==> src/rtl/fifo_threshold_pkg.sv <==
package fifo_threshold_pkg;

  typedef enum logic [1:0] {
    SEL_E_LO = 2'd0,
    SEL_E_HI = 2'd1,
    SEL_F_LO = 2'd2,
    SEL_F_HI = 2'd3
  } ofs_sel_e;

  // ring order: next register after s, wrapping after full-high
  function automatic ofs_sel_e sel_next(input ofs_sel_e s);
    return ofs_sel_e'(s + 2'd1);
  endfunction

  // bit 0 of the selector marks a high-part register
  function automatic logic sel_is_hi(input ofs_sel_e s);
    return s[0];
  endfunction

  // bit 1 of the selector picks the full-side pair
  function automatic logic sel_pair(input ofs_sel_e s);
    return s[1];
  endfunction

endpackage

==> src/rtl/ofs_sel_ring.sv <==
module ofs_sel_ring
  import fifo_threshold_pkg::*;
(
  input  logic     clk,
  input  logic     rst_n,
  input  logic     adv,
  output ofs_sel_e sel
);

  always_ff @(posedge clk or negedge rst_n) begin
    if (!rst_n)   sel <= SEL_E_LO;
    else if (adv) sel <= sel_next(sel);
  end

  p_sel_hold_r3: assert property (@(posedge clk) disable iff (!rst_n)
    !adv |=> $stable(sel));

  p_sel_step_r2: assert property (@(posedge clk) disable iff (!rst_n)
    adv |=> (sel == sel_next($past(sel))));

endmodule

==> src/rtl/ofs_regbank.sv <==
module ofs_regbank
  import fifo_threshold_pkg::*;
#(
  parameter int DW      = 8,
  parameter int PW      = 12,
  parameter int DEF_OFS = 7
) (
  input  logic          clk,
  input  logic          rst_n,
  input  logic          wr_fire,
  input  logic          rd_fire,
  input  ofs_sel_e      sel,
  input  logic [DW-1:0] d,
  output logic [DW-1:0] q,
  output logic [PW-1:0] lvl_empty,
  output logic [PW-1:0] lvl_full
);

  localparam int HW = PW - DW;
  localparam logic [PW-1:0] DEF_V = PW'(DEF_OFS);

  logic [DW-1:0] lo_q [2];
  logic [HW-1:0] hi_q [2];
  logic [DW-1:0] rd_word;

  // zero-extend a high part to the data width
  function automatic logic [DW-1:0] widen_hi(input logic [HW-1:0] h);
    return {{(DW-HW){1'b0}}, h};
  endfunction

  for (genvar g = 0; g < 2; g++) begin : g_pair
    logic wr_lo;
    logic wr_hi;
    assign wr_lo = wr_fire && (sel_pair(sel) == 1'(g)) && !sel_is_hi(sel);
    assign wr_hi = wr_fire && (sel_pair(sel) == 1'(g)) &&  sel_is_hi(sel);

    always_ff @(posedge clk or negedge rst_n) begin
      if (!rst_n) begin
        lo_q[g] <= DEF_V[DW-1:0];
        hi_q[g] <= DEF_V[PW-1:DW];
      end else begin
        if (wr_lo) lo_q[g] <= d;
        if (wr_hi) hi_q[g] <= d[HW-1:0];
      end
    end
  end

  always_comb begin
    if (sel_is_hi(sel)) rd_word = widen_hi(hi_q[sel_pair(sel)]);
    else                rd_word = lo_q[sel_pair(sel)];
  end

  always_ff @(posedge clk or negedge rst_n) begin
    if (!rst_n)       q <= '0;
    else if (rd_fire) q <= rd_word;
  end

  assign lvl_empty = {hi_q[0], lo_q[0]};
  assign lvl_full  = {hi_q[1], lo_q[1]};

  p_q_hold_r5: assert property (@(posedge clk) disable iff (!rst_n)
    !rd_fire |=> $stable(q));

  p_hi_read_zero_r8: assert property (@(posedge clk) disable iff (!rst_n)
    (rd_fire && sel_is_hi(sel)) |=> (q[DW-1:HW] == '0));

  p_regs_hold_r6: assert property (@(posedge clk) disable iff (!rst_n)
    !wr_fire |=> ($stable(lvl_empty) && $stable(lvl_full)));

  p_write_lands_r2: assert property (@(posedge clk) disable iff (!rst_n)
    (wr_fire && sel == SEL_E_LO) |=> (lvl_empty[DW-1:0] == $past(d)));

endmodule

==> src/rtl/fifo_threshold_regs.sv <==
module fifo_threshold_regs
  import fifo_threshold_pkg::*;
#(
  parameter int DW      = 8,
  parameter int PW      = 12,
  parameter int DEF_OFS = 7
) (
  input  logic          clk,
  input  logic          rst_n,
  input  logic          cfg_sel_n,
  input  logic          wr_n,
  input  logic          rd_a_n,
  input  logic          rd_b_n,
  input  logic [DW-1:0] d,
  output logic [DW-1:0] q,
  output logic          fifo_wr,
  output logic [PW-1:0] almost_empty_lvl,
  output logic [PW-1:0] almost_full_lvl,
  output logic          access_clash
);

  // named internal events
  logic     ofs_wr;
  logic     rd_req;
  logic     ofs_rd;
  logic     clash;
  logic     adv;
  ofs_sel_e sel;

  assign ofs_wr  = !cfg_sel_n && !wr_n;
  assign rd_req  = !cfg_sel_n && !rd_a_n && !rd_b_n;
  assign ofs_rd  = rd_req && !ofs_wr;
  assign clash   = rd_req && ofs_wr;
  assign adv     = ofs_wr || rd_req;
  assign fifo_wr = cfg_sel_n && !wr_n;

  ofs_sel_ring u_ring (
    .clk   (clk),
    .rst_n (rst_n),
    .adv   (adv),
    .sel   (sel)
  );

  ofs_regbank #(
    .DW      (DW),
    .PW      (PW),
    .DEF_OFS (DEF_OFS)
  ) u_bank (
    .clk       (clk),
    .rst_n     (rst_n),
    .wr_fire   (ofs_wr),
    .rd_fire   (ofs_rd),
    .sel       (sel),
    .d         (d),
    .q         (q),
    .lvl_empty (almost_empty_lvl),
    .lvl_full  (almost_full_lvl)
  );

  always_ff @(posedge clk or negedge rst_n) begin
    if (!rst_n) access_clash <= 1'b0;
    else        access_clash <= clash;
  end

  p_clash_flag_r7: assert property (@(posedge clk) disable iff (!rst_n)
    clash |=> access_clash);

  p_no_clash_flag_r7: assert property (@(posedge clk) disable iff (!rst_n)
    !clash |=> !access_clash);

  p_clash_q_hold_r7: assert property (@(posedge clk) disable iff (!rst_n)
    clash |=> $stable(q));

  p_fifo_path_r6: assert property (@(posedge clk) disable iff (!rst_n)
    fifo_wr |=> ($stable(almost_empty_lvl) && $stable(almost_full_lvl)));

endmodule

==> config.mk <==
export PLATFORM = sky130hd
export DESIGN_NAME = fifo_threshold_regs
export DESIGN_NICKNAME = d
export VERILOG_FILES = /design/src/rtl/fifo_threshold_pkg.sv /design/src/rtl/ofs_sel_ring.sv /design/src/rtl/ofs_regbank.sv /design/src/rtl/fifo_threshold_regs.sv
export SDC_FILE = /design/constraint.sdc
export NUM_CORES = 1
export LEC_CHECK = 0
export BUFFER_PORTS_ARGS = -buffer_cell sky130_fd_sc_hd__buf_2
export CORE_MARGIN = 2
export CORE_UTILIZATION = 35
export DETAILED_ROUTE_END_ITERATION = 10
export GPL_TIMING_DRIVEN = 0
export PLACE_DENSITY_LB_ADDON = 0.25
export SYNTH_ARGS = -nofsm -noshare
export SYNTH_HDL_FRONTEND = slang
export SYNTH_SLANG_ARGS = --single-unit
==> constraint.sdc <==
create_clock -name clk -period 2.4 [get_ports clk]
set_clock_uncertainty 0.15 [all_clocks]
set_input_delay 0.12 -clock clk [delete_from_list [all_inputs] [get_ports clk]]
set_output_delay 0.12 -clock clk [all_outputs]
set_load 0.01 [all_outputs]
* After elaboration in Yosys (flattened, before gate mapping) *
Cells that the tools add are included.

cells by class
  bitwise gates (word level) = 2
  magnitude comparators = 1
  reduce and logical (&&, ||, !) cells = 19
  multiplexer cells = 7
  add/subtract/negate cells = 1

operator list
  cell                   number
  $mux W8                4
  $logic_and A1 B1 Y1    12
  $mux W4                3
  $logic_not A1 Y1       6
  $add A2 B1 Y2 const B  1
  $ge A2 B2 Y1 const B   1
  $not A1 Y2             1
  $logic_or A1 B1 Y1     1
  $not A1 Y1             1

storage, ports and cells
  input bits = 14
  output and inout bits = 34
  register bits = 35
  word-level logic and storage cells = 37

* Depth between registers and ports, before layout *
Gate-level depths: netlist of the first run.

  word-level depth = 5
  mapped depth = 5
  gate-level depth less buffers = 3

* Hierarchy *
A second synthesis of the first run with hierarchy kept.

second synthesis, totals
  cell total of the unflattened synthesis = 106
  area, all modules = 1,512.7 um2

by module, submodules not included
  module               times used  seq. area each (um2)  area an instance (um2)  cells each
  ofs_regbank          1           808.3                 1,377.6                 94
  ofs_sel_ring         1           50.0                  71.3                    5
  fifo_threshold_regs  1           25.0                  63.8                    7

* Worst setup path after synthesis of the first run *
No wires, ideal clock.

  path type = reg2reg
  start point = register u_ring.sel[1]
  end point = register u_bank.q[2]
  period minus slack after synthesis = 1,761 ps
  setup time = 125 ps
  path slack = 639 ps
  buffers on the path = 1
  data arrival time = 1,485 ps
  stages on the path, launching flop included = 4
  data required time = 2,125 ps
  cell sequence = dfrtp_1 buf_2 mux4_2 mux2_4

on the way
  word-level cells in the longest chain between the ends = 5
  elaborated cells on any way between the ends = 8
  those cells by class = mux (7); bitwise (1)

RTL lines
  item                                                                           RTL line                              text
  from (decl)                                                                    ofs_sel_ring.sv:7                     output ofs_sel_e sel
  from (signal assigned)                                                         ofs_sel_ring.sv:12                    else if (adv) sel <= sel_next(sel);
  $not A1 Y2 (implied by the code) *                                             ofs_regbank.sv:49, ofs_regbank.sv:50
  $mux W8 (implied by the code) / $mux W4 (equally long branches) (3 in series)  ofs_regbank.sv:50, ofs_regbank.sv:49
  $mux W8 *                                                                      ofs_regbank.sv:49                     if (sel_is_hi(sel)) rd_word = widen_hi(hi_q[sel_pair(sel)]);
  to (signal assigned)                                                           ofs_regbank.sv:55                     else if (rd_fire) q <= rd_word;
  to (decl)                                                                      ofs_regbank.sv:14                     output logic [DW-1:0] q,

Mark *: on every way between the ends. The rest lies on a longest branch, timed or not. The select of a mux whose other input is x is not followed.
A chain may end at the register's enable or synchronous reset.

* Final worst setup path of the first run *
  start point = register u_ring.sel[1]
  end point = register u_bank.q[3]

The elaborated chain is that of the path after synthesis.

==> impl_metrics.py, run 1 <==
metrics = {
    "run_status": {
        "status": "finished, final reports clean",
    },
    "drt": {
        "drt_iter0_markers": 37,
        "avgViaCountPerCell": 4.83,
        "ant_nets": 0,
        "drt_wl_total_mm": 3.27,
        "drc": 0,
        "wl_per_cell_um": 15.4,
        "detailedRoute.firstPassIterationCount": 4,
        "vias": 1023,
    },
    "sta": {
        "finalHoldViolations": 0,
        "hold_ws_ns": 0.0796,
        "rsz0062_at_grt": "false",
        "fin_crit_ns": 1.93,
        "worst_slew_pin_slew_ns": 0.780,
        "finalCritPeriodShare_pct": 80.3,
        "slew_violations": 0,
        "finalSetupViolations": 0,
        "clock.fmax_ghz": 0.519,
        "finalSetupTns_ns": 0,
        "max_slew_margin_pct": 48.0,
    },
    "final_layout": {
        "num_antenna_cells": 0,
        "drive_gt1_share_pct": 61.3,
        "fin_nets": 174,
        "syn2layout_area_growth_pct": 30.5,
        "finish.utilization_pct": 47.1,
        "n_fill_cell": 414,
    },
    "critical_path": {
        "r2r_cells": 3,
        "cp_slowest_cell": "mux4_2",
        "r2r-start": "u_ring.sel[1]",
        "rr_endpoint": "u_bank.q[3]",
        "critPathMaxStageDelay_ns": 0.55,
        "ff2ff_setup_slack_ns": 0.47,
        "end_kind": "flip-flop",
        "path_buf_inv": 1,
        "critPathKind": "reg -> reg",
        "cp.arrival_ns": 1.95,
        "path_max_fanout": 10,
        "critical_path_required_ns": 2.42,
        "cp-start-kind": "flip-flop",
        "path_cells": "buf_2 > mux4_2 > mux2_4",
        "cp_top_family": "multiplexers",
    },
    "global_route": {
        "grt_pass1_wl_mm": 5.38,
        "overflow": 0,
        "first_global_vias": 1066,
        "grt_max_degree": 36,
        "grt.total_usage_pct": 14.3,
        "antenna_found_initial": 0,
    },
    "power": {
        "vdd_drop_max_uv": 502,
        "p_leak_nw": 0.946,
        "power.density_nw_per_um2": 1280,
        "fin_total_pwr_mw": 2.60,
    },
    "clock_network": {
        "cts_resized": 0,
        "cts.sinks": 35,
        "clockBufferDepth": 2,
        "cts_tree": "built",
        "numCtsBuffers": 5,
        "clkTransAtPathRegs_ns": 0.06,
        "htreeDepth": 2,
        "clk_latency_ns": 0.28,
        "root_buffer": "clkbuf_8",
    },
    "die": {
        "fp.dieArea_um2": 5010,
        "die_y_um": 70.8,
        "die_x_um": 70.8,
        "core.rowCount": 24,
        "io_pins": 48,
        "start_util_pct": 36.1,
        "core_area_um2": 4320,
    },
    "logic_synthesis": {
        "synth_top_area_share_pct": 46.5,
        "synth_area_um2": 1560,
        "avgSynthCellArea_um2": 16.1,
        "synth_nets": 111,
        "ys_seq_elements": 35,
        "yosys_warnings": 0,
        "post-synth-top-area-cell": "dfrtp_1",
        "ys_seq_area_share_pct": 56.6,
        "synth_area_leaders": "dfrtp_1, mux2_2, dfstp_2",
        "syn_inst": 97,
        "ys_types": 21,
    },
    "place": {
        "gp_congestion": 0.723,
        "hpwlAfterDp_mm": 2.32,
        "portBuffers": 45,
    },
    "hold_path": {
        "hold_class": "in -> reg",
        "holdPathStages": 4,
        "holdPathEnd": "u_ring.sel[0]",
        "hold_path_startpoint": "cfg_sel_n",
    },
    "flow_run": {
        "cap_violations": 0,
    },
}
## worst register-to-register path: stages (launching register included)
cell     delay, ns
dfrtp_1       0.46
buf_2         0.38
mux4_2        0.55
mux2_4        0.27
## cells by family (layout without fill, tap and decap cells)
kind of cell	count (synthesis)	after routing	share of synthesized area [%]
XOR/XNOR	2	2	1.12
AND/OR/NAND/NOR	13	13	8.25
buffers and inverters	6	69	2.80
flip-flops	35	35	56.6
AO/OA/AOI/OAI	5	5	2.24
multiplexers	36	36	29.0
## placed cells by master (no fill, tap or decap), types with 2 or more instances in the layout
| cell type | count |
|---|---|
| mux2_2 | 26 |
| xnor2_1 | 2 |
| nor4b_4 | 2 |
| mux4_2 | 4 |
| mux2_4 | 2 |
| mux2i_1 | 4 |
| clkbuf_8 | 5 |
| o31ai_1 | 4 |
| buf_2 | 47 |
| dlygate4sd3_1 | 11 |
| dfstp_2 | 6 |
| dfrtp_1 | 29 |
| buf_6 | 2 |
| nand2_1 | 5 |
| clkbuf_1 | 2 |
## Yosys cell counts
library cell / count
or4b_4: 1
nand2_1: 5
nand3_1: 1
dfstp_2: 6
nor2_1: 1
nor4b_4: 2
buf_2: 2
mux4_2: 4
and4bb_2: 1
mux2_2: 26
nor4_4: 1
xnor2_1: 2
mux2_4: 2
mux2i_1: 4
dfrtp_1: 29
o21ai_0: 1
inv_1: 1
nor4_1: 1
buf_4: 1
o31ai_1: 4
buf_6: 2
## registers in the layout, summed over array words and instances (netlist names)
name and cells:
access_clash 1, u_bank.lvl_empty 12, u_bank.lvl_full 12, u_bank.q 8
u_ring.sel 2
## power breakdown
group	internal, mW	switching [mW]
logic	0.606	0.487
registers	0.915	0.206
clock network	0.199	0.190
total	1.72	0.882
## how the worst max path moves through the flow
stage | slack [ns] | startpoint | endpoint | cells past startpoint
4_1_cts | 0.45 | u_ring.sel[1] | u_bank.q[3] | 3
5_1_grt | 0.40 | u_ring.sel[1] | u_bank.q[2] | 3
6_report | 0.47 | u_ring.sel[1] | u_bank.q[3] | 3
2_1_floorplan | 0.64 | u_ring.sel[1] | u_bank.q[2] | 3
3_3_place_gp | 0.49 | u_ring.sel[1] | u_bank.q[3] | 3
3_5_place_dp | 0.45 | u_ring.sel[1] | u_bank.q[3] | 3
## stage by stage
step           cells  setup slack (ns)  cell area, µm²
6_report         212             0.472            2040
5_1_grt          212             0.403            2040
4_1_cts          212             0.448            2040
3_5_place_dp     194             0.453            1850
3_3_place_gp     194             0.491            1850
2_1_floorplan     97             0.639            1560
## layer usage
layer	vias up	track usage [%]	wire, µm
met3	5	4.27	161
met4	0	6.92	42
li1	483	-	-
met5	-	0	0
met1	506	17.7	1430
met2	29	22.9	1640
## final cells by class
class,instances,area (µm²),area share (%)
repair buffers,56,335,16.5
well taps,52,65.1,3.19
plain buffers,5,40.0,1.96
inverters,1,3.75,0.184
clock buffers,7,76.3,3.74
multi-input cells,56,634,31.1
flip-flops and latches,35,883,43.3
## timing repair
item                                    CTS  global route
setup buffers                             0             0
endpoints found under the hold margin    54             0
hold buffers                             11             0
endpoints found under the setup margin    0             0
Note: power is estimated with default switching activity, not from simulation.
==> inputs of run 2 (changes only) <==
- clock period: 2.4 -> 1.8 ns (I/O delays scaled with it)
==> impl_metrics.py, run 2 (synthesis results as in run 1) <==
metrics = {
    "power": {
        "vdd_drop_max_uv": 672,
        "power.density_nw_per_um2": 1690,
        "p_leak_nw": 0.977,
    },
    "place": {
        "portBuffers": 45,
        "post_dp_cell_area_um2": 1850,
        "gp_congestion": 0.723,
        "hpwlAfterDp_mm": 2.32,
        "dpl_worst_slack_ns": -0.147,
    },
    "sta": {
        "clock.fmax_ghz": 0.579,
        "rsz0062_at_grt": "false",
        "slew_violations": 0,
        "finalCritPeriodShare_pct": 96.0,
        "worst_slew_pin_slew_ns": 0.778,
        "setup_ws_ns": 0.0716,
        "fin_crit_ns": 1.73,
        "finalSetupViolations": 0,
        "max_slew_margin_pct": 48.1,
        "finalHoldViolations": 0,
    },
    "clock_network": {
        "cts.sinks": 35,
        "clkTransAtPathRegs_ns": 0.06,
        "numCtsBuffers": 5,
        "clk_latency_ns": 0.28,
        "htreeDepth": 2,
        "cts_tree": "built",
        "clockBufferDepth": 2,
        "root_buffer": "clkbuf_8",
    },
    "die": {
        "start_util_pct": 36.1,
        "die_y_um": 70.8,
        "core.rowCount": 24,
        "core_area_um2": 4320,
        "die_x_um": 70.8,
        "fp.dieArea_um2": 5010,
        "io_pins": 48,
    },
    "final_layout": {
        "finish.utilization_pct": 48.6,
        "fin_nets": 179,
        "syn2layout_area_growth_pct": 34.5,
        "fin_area_um2": 2100,
        "most-common-layout-cells": "buf_2, dfrtp_1, mux2_2",
        "final_common_cell": "buf_2",
        "n_fill_cell": 407,
        "num_antenna_cells": 0,
        "drive_gt1_share_pct": 63.6,
    },
    "drt": {
        "vias": 1042,
        "avgViaCountPerCell": 4.80,
        "wl_per_cell_um": 15.4,
        "drc": 0,
        "ant_nets": 0,
        "detailedRoute.firstPassIterationCount": 6,
        "drt_iter0_markers": 37,
        "drt_wl_total_mm": 3.35,
    },
    "flow_run": {
        "cap_violations": 0,
    },
    "critical_path": {
        "r2r_cells": 3,
        "critical_path_required_ns": 1.82,
        "critPathMaxStageDelay_ns": 0.53,
        "cp.arrival_ns": 1.75,
        "path_cells": "dlygate4sd3_1 > buf_2 > or4b_4 > buf_6 > mux2_4",
        "cp-start-kind": "input pin",
        "critPathKind": "in -> reg",
        "r2r-start": "u_ring.sel[0]",
        "ff2ff_setup_slack_ns": 0.10,
        "rr_endpoint": "u_bank.q[0]",
        "cp_top_family": "buffers and inverters",
        "path_max_fanout": 10,
        "end_kind": "flip-flop",
        "path_buf_inv": 3,
        "cp_slowest_cell": "dlygate4sd3_1",
    },
    "hold_path": {
        "holdPathEnd": "u_ring.sel[0]",
        "holdPathStages": 4,
        "hold_class": "in -> reg",
        "hold_path_startpoint": "cfg_sel_n",
    },
    "run_status": {
        "status": "finished, final reports clean",
    },
    "global_route": {
        "antenna_found_initial": 0,
        "grt_pass1_wl_mm": 5.53,
        "overflow": 0,
        "grt.total_usage_pct": 14.7,
        "grt_max_degree": 36,
        "first_global_vias": 1085,
    },
}
[run 2: cell count changes in the layout (fill, tap and decap cells not counted), sizes merged]
cell / change
buf: +5
[run 2: metal layers]
metal	routed length (µm)	vias up	GRT usage (%)	share of wire, %
met1	1450	516	18.3	43
met3	171	7	4.27	5.1
met2	1660	28	23.6	49
li1	-	491	-	-
met5	0	-	0	0
met4	72	0	6.92	2.1
[run 2: worst max path at each step]
| stage | startpoint | endpoint | slack (ns) | cells past startpoint |
|---|---|---|---|---|
| finish | rd_b_n | u_bank.q[2] | 0.07 | 5 |
| global route | rd_b_n | u_bank.q[2] | 0.04 | 5 |
| CTS | u_ring.sel[0] | u_bank.q[0] | 0.02 | 3 |
| detailed placement | u_ring.sel[1] | u_bank.q[3] | -0.15 | 3 |
| global placement | u_ring.sel[1] | u_bank.q[3] | -0.11 | 3 |
| floorplan | u_ring.sel[1] | u_bank.q[2] | 0.04 | 3 |
[run 2: where the power goes]
part	internal (mW)	leakage (nW)	switching, mW
logic	0.859	0.522	0.659
clock network	0.266	0.0383	0.253
registers	1.22	0.417	0.277
total	2.35	0.977	1.19
[run 2: final cells by class]
class                      instances  area, µm²  area share [%]
tap                               52       65.1            3.10
multi-input combinational         56        634            30.2
inverter                           1       3.75           0.179
timing repair buffer              61        385            18.4
clock buffer                       7       76.3            3.64
sequential                        35        886            42.2
buffer                             5       48.8            2.32
[run 2: what timing repair did]
action | 4_1_cts | 5_1_grt
hold buffers | 11 | 0
setup endpoints to repair | 22 | 3
setup buffers | 5 | 0
pin swaps | 3 | 0
gates resized for setup | 3 | 2
endpoints found under the hold margin | 54 | 0
[run 2: stage by stage]
step	TNS [ns]	hold slack, ns	cells	power [mW]
finish	0	0.0396	217	3.54
CTS	0	0.0291	217	3.60
global route	0	0.0800	217	3.78
floorplan	0	-0.356	97	2.41
global placement	-0.486	0.0348	194	2.92
detailed placement	-1.07	0.0562	194	2.99
[run 2: worst register-to-register path, stage by stage (launching register included)]
cell and delay (ns):
dfrtp_2 0.44, buf_4 0.23, mux4_2 0.51, mux2_2 0.27
==> inputs of run 3 (changes only) <==
- CORE_MARGIN: 2 -> not set
- CTS_BUF_LIST: not set -> sky130_fd_sc_hd__clkbuf_2 sky130_fd_sc_hd__clkbuf_4 sky130_fd_sc_hd__clkbuf_8
==> impl_metrics.py, run 3 (synthesis results as in run 1) <==
metrics = {
    "run_status": {
        "status": "finished, final reports clean",
    },
    "final_layout": {
        "num_antenna_cells": 0,
        "multiInputGateArea_um2": 634,
        "instances_no_fill": 216,
        "seq_area_um2": 885,
        "fin_area_um2": 2110,
        "most-common-layout-cells": "buf_2, dfrtp_1, mux2_2",
        "n_fill_cell": 381,
        "final_common_cell": "buf_2",
        "fin_nets": 179,
        "drive_gt1_share_pct": 64.5,
        "syn2layout_area_growth_pct": 35.2,
        "finish.utilization_pct": 50.9,
    },
    "drt": {
        "wl_per_cell_um": 15.0,
        "detailedRoute.firstPassIterationCount": 4,
        "drt_wl_total_mm": 3.24,
        "drc": 0,
        "drt_iter0_markers": 58,
        "vias": 1062,
        "avgViaCountPerCell": 4.92,
        "ant_nets": 0,
    },
    "critical_path": {
        "path_max_fanout": 10,
        "end_kind": "flip-flop",
        "rr_endpoint": "u_bank.q[3]",
        "cp.arrival_ns": 1.75,
        "ff2ff_setup_slack_ns": 0.07,
        "r2r-start": "u_ring.sel[1]",
        "critical_path_required_ns": 1.82,
        "cp-start-kind": "flip-flop",
        "r2r_cells": 3,
        "critPathKind": "reg -> reg",
    },
    "clock_network": {
        "numCtsBuffers": 5,
        "clockBufferDepth": 2,
        "root_buffer": "clkbuf_8",
        "clkTransAtPathRegs_ns": 0.07,
        "clk_latency_ns": 0.28,
        "htreeDepth": 2,
        "cts.sinks": 35,
        "cts_tree": "built",
    },
    "sta": {
        "finalHoldViolations": 0,
        "setup_ws_ns": 0.0671,
        "worst_slew_pin_slew_ns": 0.756,
        "clock.fmax_ghz": 0.577,
        "rsz0062_at_grt": "false",
        "max_slew_margin_pct": 49.6,
        "fin_crit_ns": 1.73,
        "finalSetupTns_ns": 0,
        "finalCritPeriodShare_pct": 96.3,
        "hold_ws_ns": 0.0457,
        "finalSetupViolations": 0,
        "slew_violations": 0,
    },
    "die": {
        "fp.dieArea_um2": 4730,
        "die_x_um": 68.8,
        "io_pins": 48,
        "start_util_pct": 37.7,
        "core.rowCount": 23,
        "die_y_um": 68.8,
        "core_area_um2": 4140,
    },
    "power": {
        "pwr-share-seq_pct": 41.4,
        "power.density_nw_per_um2": 1720,
        "p_switching_mw": 1.19,
        "vdd_drop_max_uv": 698,
        "internal-power_mw": 2.43,
        "p_leak_nw": 0.991,
        "clkPwrFrac_pct": 17.2,
        "swShare_pct": 32.8,
        "comb_power_share_pct": 41.5,
        "fin_total_pwr_mw": 3.62,
    },
    "global_route": {
        "antenna_found_initial": 0,
        "overflow": 0,
        "first_global_vias": 997,
        "grt_pass1_wl_mm": 5.10,
        "grt_max_degree": 36,
        "grt.total_usage_pct": 15.9,
    },
    "place": {
        "portBuffers": 45,
        "hpwlAfterDp_mm": 2.32,
        "gp_congestion": 0.677,
        "post_dp_cell_area_um2": 1850,
        "dp.cells": 192,
        "dpl_worst_slack_ns": -0.119,
    },
    "flow_run": {
        "cap_violations": 0,
    },
    "hold_path": {
        "holdPathEnd": "u_ring.sel[0]",
        "holdPathStages": 4,
        "hold_class": "in -> reg",
        "hold_path_startpoint": "cfg_sel_n",
    },
}
## run 3: how the worst max path moves through the flow
stage | start | endpoint | slack (ns) | depth (start not counted)
after CTS | u_ring.sel[0] | u_bank.lvl_full[7] | 0.003 | 2
after global routing | u_ring.sel[1] | u_bank.q[2] | 0.001 | 3
final | u_ring.sel[1] | u_bank.q[3] | 0.07 | 3
after global placement | u_ring.sel[1] | u_bank.q[3] | -0.10 | 3
after floorplan | u_ring.sel[1] | u_bank.q[2] | 0.04 | 3
after detailed placement | u_ring.sel[1] | u_bank.q[3] | -0.12 | 3
## run 3: cell type report
type / instances / share of cell area (%)
repair buffers: 61 / 17.7
well taps: 50 / 2.96
plain buffers: 5 / 2.31
clock buffers: 8 / 4.92
flip-flops and latches: 35 / 41.9
inverters: 1 / 0.178
multi-input cells: 56 / 30.1
## run 3: power groups by stage
stage               clock network [mW]  logic [mW]  registers [mW]
floorplan                            0       0.756            1.66
global placement                     0        1.43            1.48
detailed placement                   0        1.47            1.52
CTS                              0.637        1.53            1.51
global route                     0.672        1.64            1.57
finish                           0.622        1.50            1.50
## run 3: layer usage
| metal | vias up | GRT usage (%) | wire length, µm |
|---|---|---|---|
| met1 | 530 | 19.4 | 1330 |
| met2 | 29 | 25.9 | 1660 |
| met4 | 0 | 6.89 | 44 |
| met5 | - | 0 | 0 |
| li1 | 497 | - | - |
| met3 | 6 | 5.10 | 200 |
## run 3: what timing repair did
| item | 4_1_cts | 5_1_grt |
|---|---|---|
| pin swaps | 3 | 1 |
| hold buffers | 11 | 0 |
| gates resized for setup | 3 | 1 |
| endpoints found under the setup margin | 19 | 7 |
| endpoints found under the hold margin | 54 | 0 |
| setup buffers | 4 | 1 |
## run 3: critical path, cell delays in order, from the launching register on
cell,delay (ns)
dfrtp_1,0.47
buf_6,0.22
mux4_2,0.51
mux2_4,0.27
